`src/rtl/hlb_pkg.sv`:
```
package hlb_pkg;
  typedef enum logic [1:0] {
    ADM_IDLE = 2'd0,
    ADM_PASS = 2'd1,
    ADM_DROP = 2'd2
  } adm_state_t;
endpackage

```
`src/rtl/hlb_byte_fifo.sv`:
```
module hlb_byte_fifo #(
  parameter int DEPTH = 128,
  parameter int W     = 8,
  localparam int AW   = $clog2(DEPTH),
  localparam int CW   = AW + 1
) (
  input  logic          clk,
  input  logic          rst_n,
  input  logic          push,
  input  logic [W-1:0]  wdata,
  input  logic          pop,
  output logic [W-1:0]  rdata,
  output logic [CW-1:0] count,
  output logic          empty,
  output logic          full
);
  localparam logic [CW-1:0] DEPTH_C = CW'(DEPTH);

  logic [W-1:0]  mem [DEPTH];
  logic [AW-1:0] wr_ptr, wr_ptr_nx, rd_ptr, rd_ptr_nx;
  logic [CW-1:0] count_nx;
  logic          do_push, do_pop;

  assign empty   = (count == '0);
  assign full    = (count == DEPTH_C);
  assign do_push = push && !full;
  assign do_pop  = pop && !empty;
  assign rdata   = mem[rd_ptr];

  always_comb begin
    wr_ptr_nx = wr_ptr;
    rd_ptr_nx = rd_ptr;
    count_nx  = count;
    if (do_push) wr_ptr_nx = wr_ptr + 1'b1;
    if (do_pop)  rd_ptr_nx = rd_ptr + 1'b1;
    case ({do_push, do_pop})
      2'b10:   count_nx = count + 1'b1;
      2'b01:   count_nx = count - 1'b1;
      default: count_nx = count;
    endcase
  end

  always_ff @(posedge clk or negedge rst_n) begin
    if (!rst_n) begin
      wr_ptr <= '0;
      rd_ptr <= '0;
      count  <= '0;
    end else begin
      wr_ptr <= wr_ptr_nx;
      rd_ptr <= rd_ptr_nx;
      count  <= count_nx;
    end
  end

  always_ff @(posedge clk) begin
    if (do_push) mem[wr_ptr] <= wdata;
  end
endmodule

```
`src/rtl/hlb_cts_ctrl.sv`:
```
module hlb_cts_ctrl #(
  parameter int DEPTH       = 128,
  parameter int STOP_FREE   = 17,
  parameter int RESUME_FREE = 34,
  localparam int CW         = $clog2(DEPTH) + 1
) (
  input  logic          clk,
  input  logic          rst_n,
  input  logic          en,
  input  logic [CW-1:0] free_slots,
  output logic          stop
);
  localparam logic [CW-1:0] STOP_C   = CW'(STOP_FREE);
  localparam logic [CW-1:0] RESUME_C = CW'(RESUME_FREE);

  logic stop_nx;

  always_comb begin
    stop_nx = stop;
    if (!en)                          stop_nx = 1'b0;
    else if (free_slots <= STOP_C)    stop_nx = 1'b1;
    else if (free_slots >= RESUME_C)  stop_nx = 1'b0;
  end

  always_ff @(posedge clk or negedge rst_n) begin
    if (!rst_n) stop <= 1'b0;
    else        stop <= stop_nx;
  end
endmodule

```
`src/rtl/hlb_pkt_admit.sv`:
```
module hlb_pkt_admit
  import hlb_pkg::*;
#(
  parameter int LEN_W = 8,
  parameter int CNT_W = 16,
  parameter int W     = 8
) (
  input  logic             clk,
  input  logic             rst_n,
  input  logic             len_valid,
  input  logic [LEN_W-1:0] len,
  output logic             len_ready,
  input  logic             byte_valid,
  input  logic [W-1:0]     byte_data,
  output logic             byte_ready,
  input  logic [LEN_W-1:0] tx_free,
  output logic             push,
  output logic [W-1:0]     push_data,
  output logic [CNT_W-1:0] drop_count
);
  adm_state_t       st, st_nx;
  logic [LEN_W-1:0] rem, rem_nx;
  logic [CNT_W-1:0] drop_nx;

  assign len_ready  = (st == ADM_IDLE);
  assign byte_ready = (st != ADM_IDLE);
  assign push       = (st == ADM_PASS) && byte_valid;
  assign push_data  = byte_data;

  always_comb begin
    st_nx   = st;
    rem_nx  = rem;
    drop_nx = drop_count;
    case (st)
      ADM_IDLE: begin
        if (len_valid && (len != '0)) begin
          rem_nx = len;
          if (len <= tx_free) begin
            st_nx = ADM_PASS;
          end else begin
            st_nx   = ADM_DROP;
            drop_nx = drop_count + 1'b1;
          end
        end
      end
      ADM_PASS, ADM_DROP: begin
        if (byte_valid) begin
          rem_nx = rem - 1'b1;
          if (rem == LEN_W'(1)) st_nx = ADM_IDLE;
        end
      end
      default: st_nx = ADM_IDLE;
    endcase
  end

  always_ff @(posedge clk or negedge rst_n) begin
    if (!rst_n) begin
      st         <= ADM_IDLE;
      rem        <= '0;
      drop_count <= '0;
    end else begin
      st         <= st_nx;
      rem        <= rem_nx;
      drop_count <= drop_nx;
    end
  end
endmodule

```
`src/rtl/hostlink_buffer.sv`:
```
module hostlink_buffer #(
  parameter int DEPTH       = 128,
  parameter int STOP_FREE   = 17,
  parameter int RESUME_FREE = 34,
  parameter int CNT_W       = 16,
  localparam int LEN_W      = $clog2(DEPTH) + 1
) (
  input  logic             clk,
  input  logic             rst_n,
  input  logic             fc_en,
  input  logic             h2l_valid,
  input  logic [7:0]       h2l_data,
  output logic             rxq_valid,
  output logic [7:0]       rxq_data,
  input  logic             rxq_ready,
  output logic             cts_o,
  output logic             overflow_o,
  input  logic             pkt_len_valid,
  input  logic [LEN_W-1:0] pkt_len,
  output logic             pkt_len_ready,
  input  logic             pkt_byte_valid,
  input  logic [7:0]       pkt_byte_data,
  output logic             pkt_byte_ready,
  output logic             txh_valid,
  output logic [7:0]       txh_data,
  input  logic             txh_ready,
  output logic [CNT_W-1:0] drop_count
);
  localparam logic [LEN_W-1:0] DEPTH_C = LEN_W'(DEPTH);

  // reset: asserted at once, released after two clock edges
  logic rst_meta_n, rst_q_n;
  always_ff @(posedge clk or negedge rst_n) begin
    if (!rst_n) begin
      rst_meta_n <= 1'b0;
      rst_q_n    <= 1'b0;
    end else begin
      rst_meta_n <= 1'b1;
      rst_q_n    <= rst_meta_n;
    end
  end

  // host -> link receive path
  logic [LEN_W-1:0] rx_count, rx_free;
  logic             rx_empty, rx_full, rx_push, rx_lost;
  logic             ovf_nx;

  assign rx_push   = h2l_valid && !rx_full;
  assign rx_lost   = h2l_valid && rx_full;
  assign rx_free   = DEPTH_C - rx_count;
  assign rxq_valid = !rx_empty;

  hlb_byte_fifo #(.DEPTH(DEPTH), .W(8)) u_rx_fifo (
    .clk   (clk),
    .rst_n (rst_q_n),
    .push  (rx_push),
    .wdata (h2l_data),
    .pop   (rxq_ready),
    .rdata (rxq_data),
    .count (rx_count),
    .empty (rx_empty),
    .full  (rx_full)
  );

  hlb_cts_ctrl #(
    .DEPTH(DEPTH), .STOP_FREE(STOP_FREE), .RESUME_FREE(RESUME_FREE)
  ) u_cts (
    .clk        (clk),
    .rst_n      (rst_q_n),
    .en         (fc_en),
    .free_slots (rx_free),
    .stop       (cts_o)
  );

  always_comb ovf_nx = overflow_o || rx_lost;

  always_ff @(posedge clk or negedge rst_q_n) begin
    if (!rst_q_n) overflow_o <= 1'b0;
    else          overflow_o <= ovf_nx;
  end

  // link -> host transmit path
  logic [LEN_W-1:0] tx_count, tx_free;
  logic             tx_empty, tx_full, tx_push;
  logic [7:0]       tx_wdata;

  assign tx_free   = DEPTH_C - tx_count;
  assign txh_valid = !tx_empty;

  hlb_pkt_admit #(.LEN_W(LEN_W), .CNT_W(CNT_W), .W(8)) u_admit (
    .clk        (clk),
    .rst_n      (rst_q_n),
    .len_valid  (pkt_len_valid),
    .len        (pkt_len),
    .len_ready  (pkt_len_ready),
    .byte_valid (pkt_byte_valid),
    .byte_data  (pkt_byte_data),
    .byte_ready (pkt_byte_ready),
    .tx_free    (tx_free),
    .push       (tx_push),
    .push_data  (tx_wdata),
    .drop_count (drop_count)
  );

  hlb_byte_fifo #(.DEPTH(DEPTH), .W(8)) u_tx_fifo (
    .clk   (clk),
    .rst_n (rst_q_n),
    .push  (tx_push),
    .wdata (tx_wdata),
    .pop   (txh_ready),
    .rdata (txh_data),
    .count (tx_count),
    .empty (tx_empty),
    .full  (tx_full)
  );

  // a packet is only admitted when it fits, so the queue never refuses a push
  logic unused_tx_full;
  assign unused_tx_full = tx_full;
endmodule

```
`config.mk`:
```
export PLATFORM = sky130hd
export DESIGN_NAME = hostlink_buffer
export DESIGN_NICKNAME = d
export VERILOG_FILES = /design/src/rtl/hlb_pkg.sv /design/src/rtl/hlb_byte_fifo.sv /design/src/rtl/hlb_cts_ctrl.sv /design/src/rtl/hlb_pkt_admit.sv /design/src/rtl/hostlink_buffer.sv
export SDC_FILE = /design/constraint.sdc
export NUM_CORES = 2
export LEC_CHECK = 0
export BUFFER_PORTS_ARGS = -buffer_cell sky130_fd_sc_hd__buf_2
export CAP_MARGIN = 5
export CORE_ASPECT_RATIO = 0.9
export CORE_UTILIZATION = 45
export DETAILED_ROUTE_END_ITERATION = 8
export PLACE_DENSITY = 0.63
export SETUP_SLACK_MARGIN = 0.5
export SKIP_LAST_GASP = 1
export SLEW_MARGIN = 40
export SYNTH_ARGS = -nofsm -noshare
export SYNTH_HDL_FRONTEND = slang
export SYNTH_SLANG_ARGS = --single-unit
export TNS_END_PERCENT = 100
```
`constraint.sdc`:
```
create_clock -name clk -period 5.3 [get_ports clk]
set_input_delay 0.795 -clock clk [delete_from_list [all_inputs] [get_ports clk]]
set_output_delay 0.795 -clock clk [all_outputs]
set_load 0.02 [all_outputs]
```
==> run metrics <==
Mapped Cells about 4,300; Hold Path Class in -> reg; pwr/cell area 516.7 nW/µm²; wire per inst 29.27 µm; mux cell area share after synthesis 14.07%; H-Tree Depth 4; Finish-stage setup viols 0; total global routing overflow 0; Vias 42,964; Netlist cell types 73; worst r2r src u_tx_fifo.count[0]; Critical path origin u_rx_fifo.rd_ptr[3]; ant diodes 0; synthesized flop and latch total 2,122; vias per inst approximately 6.1; Adder-Cell Fraction of Synth Area less than 1%; final setup TNS 0 ns; Setup crit end rxq_data[5]; DRT iter0 DRCs ~5,400; GRT Util Overall between 20% and 30%; Final nets ~4,600; leakage power about 30 nW; IO Pins 70; Simple-Gate Fraction of Synth Area 3.273%; Die Wd ~460 µm; Slew Limit Fails 0; Max Cap Viol 0; number of remaining DRC errors 0; first-pass GRT wire length around 300 mm; layout cell share with drive strength beyond 1 23.07%; status complete, no violations; asr flop ratio synth under 10%; Slew Limit Headroom 38.82%; startpoint class of the critical path register; Die ar. between 150,000 and 200,000 µm²; crit-path max FO 15; gpl congestion about 0.86; Post-synth EDFFs between 2,000 and 2,500; Final Hold Fails 0; XOR/XNOR Fraction of Synth Area less than 1%; antenna violations before repair 1; Worst-path clk slew roughly 0.060 ns; initial core utilization ~46%; clk root buf clkbuf_16; Synthesis Warnings 0; Max Freq around 0.21 GHz; largest net degree at the start of global routing just under 100; Seq/Total Area, Yosys 75.61%; total power draw between 40 and 50 mW; type of the worst setup path reg -> out; RSZ-0062 raised after global routing no; CTS sink cnt 2,122; clock skew between 0.02 and 0.025 ns; Net Count, Synth 4,337; Rows about 150; Core Footprint about 180,000 µm²; routed wire length 207.0 mm; P&R area growth vs syn 12.87%; actual slew at the worst max-slew pin slightly above 0.9 ns; reg2reg setup slack about 1.4 ns; post-layout minimum cycle time 4.757 ns; RR Endpoint u_tx_fifo.mem[105][4]; Final HPWL DP approximately 130 mm; worst endpoint required time between 4 and 5 ns; Mapped Area roughly 84,000 µm²; Skew-Pair Late Insertion Delay 0.84 ns; Inserted Clock Buffers ~210; Compound-Gate Fraction of Synth Area 4.097%; PortBufs 69; Routed Antenna Nets 0; Main synth FF type edfxtp_1; average size of a mapped cell about 20 µm²; CTS tree built; CTS Buffer Depth 3; largest family of logic cells by synthesized area multiplexers; number of global-route vias before repair 42,037; crit path DAT 3.96 ns; CP Capture Type output port; drt first pass iters 6; VDD IR-drop max between 0.0003 and 0.0004 V; die height approximately 410 µm; reg2reg path depth 8; Period Utilization, post-route 89.76%
what timing repair did:
| action | in CTS | in global routing |
|---|---|---|
| pin swaps | 1 | 0 |
| resized for setup | 16 | 10 |
| endpoints found under the hold margin | 2 | 0 |
| hold buffers | 1 | 0 |
| endpoints found under the setup margin | 16 | 10 |
| buffers inserted | 16 | 3 |
cell usage after synthesis, drive strengths merged, types with 6 or more instances:
master   instances  area [µm²]
mux4           390        8840
a221oi          25       219.0
a41oi            8       70.07
o221ai          37       324.1
a21o             8       60.06
nand3           46       235.2
a21oi           63       315.3
mux2            19       214.0
nor2b           23       146.4
a2111oi          9       97.59
a22oi           86       645.6
clkbuf          91       345.3
and3            12       75.07
xor2            26       227.7
xnor2           33       289.0
mux2i          273        2733
nand4           10       62.56
ha              36       450.4
dfrtp           74        1852
nand2b           9       56.30
nor3            25       125.1
a211oi          55       412.9
and2            10       62.56
nor2           310        1164
o2111ai          7       61.31
a31oi           10       62.56
o211ai          19       142.6
nand3b           6       45.04
edfxtp        2048       61500
a22o            27       236.5
nor3b            6       45.04
o22ai           44       275.3
o32a            10       100.1
o21ai           40       200.2
buf            142        1008
inv             29       108.9
nand2          153       574.3
stage by stage:
| stage | instances | hold WS, ns | cell area, µm² | util [%] | setup WS (ns) |
|---|---|---|---|---|---|
| 6_report | 7071 | 0.2596 | 94570 | 51.40 | 0.5427 |
| 5_1_grt | 7071 | 0.2193 | 94570 | 51.40 | 0.5129 |
| 2_1_floorplan | 4267 | 0.3312 | 83790 | - | 2.290 |
| 3_3_place_gp | 6662 | 0.2888 | 87160 | 47.37 | 0.8775 |
| 3_5_place_dp | 6662 | 0.2937 | 87280 | 47.43 | 0.9492 |
| 4_1_cts | 7067 | 0.1885 | 94260 | 51.23 | 0.4632 |
placed cells by master (no fill, tap or decap), types with 38 or more instances in the layout:
cell       netlist  layout
dfrtp_1         74      64
o22ai_1         44      44
o21ai_0         39      38
a22oi_1         86      86
buf_2           61      53
nand2_1        153     148
clkinv_1         1      39
edfxtp_1      2048    2048
nor2_2           0     103
nand3_1         45      44
mux4_2         375     375
clkbuf_1        90      51
nor2_1         310     205
a21oi_1         63      62
clkinv_2         0      41
mux2i_1        273     273
clkbuf_16        0     217
a211oi_1        55      45
buf_4           40     146
registers in the layout, indices dropped and copies added, names as in the netlist:
signal	cells
u_rx_fifo.wr_ptr	7
u_rx_fifo.count	8
u_cts.stop	1
overflow_o	1
u_tx_fifo.mem	1024
u_tx_fifo.count	8
rst_q_n	1
u_admit.rem	8
u_admit.drop_count	16
u_admit.st	2
u_rx_fifo.rd_ptr	7
rst_meta_n	1
u_tx_fifo.rd_ptr	7
u_rx_fifo.mem	1024
u_tx_fifo.wr_ptr	7
where the power goes:
part | switching (mW) | internal [mW] | leakage, nW
clock | 6.30 | 8.29 | 3.29
combinational | 9.01 | 5.89 | 7.78
sequential | 0.557 | 18.8 | 19.3
total | 15.9 | 33.0 | 30.4
worst min path at each step:
stage          startpoint            endpoint  slack (ns)  depth (start not counted)
2_1_floorplan  rst_meta_n             rst_q_n        0.33                          0
3_3_place_gp      rst_q_n  u_rx_fifo.count[2]        0.29                          0
3_5_place_dp      rst_q_n  u_rx_fifo.count[2]        0.29                          0
4_1_cts             rst_n             rst_q_n        0.19                          2
5_1_grt             fc_en          u_cts.stop        0.22                          2
6_report            fc_en          u_cts.stop        0.26                          2
cells by family after synthesis:
family / after synthesis
flops: 2122
mux: 682
simple gates: 630
compound gates: 472
buf+inv: 263
xor+xnor: 59
fa+ha+maj: 38
other cells: 1
per-layer routing:
layer	part of all wire [%]	up-vias	track usage, %
met5	0	-	0
met4	1.8	0	4.986
li1	-	17958	-
met2	45	1944	32.12
met1	44	22799	33.44
met3	8.9	263	4.815
area by class of cell:
cell class | count | area, µm²
clock inverters | 115 | 1012
repair buffers | 233 | 1957
fillers | 14404 | 89430
well taps | 2416 | 3023
flip-flops and latches | 2122 | 63380
multi-input cells | 1882 | 19400
inverters | 30 | 112.6
clock buffers | 273 | 5690
worst max-delay path: stages, from the launching register on:
cell	delay [ns]
dfrtp_1	0.46
buf_4	0.32
nor2b_2	0.54
nand2_2	0.36
a221oi_1	0.46
o21ai_0	0.28
o2111ai_1	0.23
o22a_1	0.26
buf_2	0.18
No activity file was read; power rests on OpenSTA's default activity.
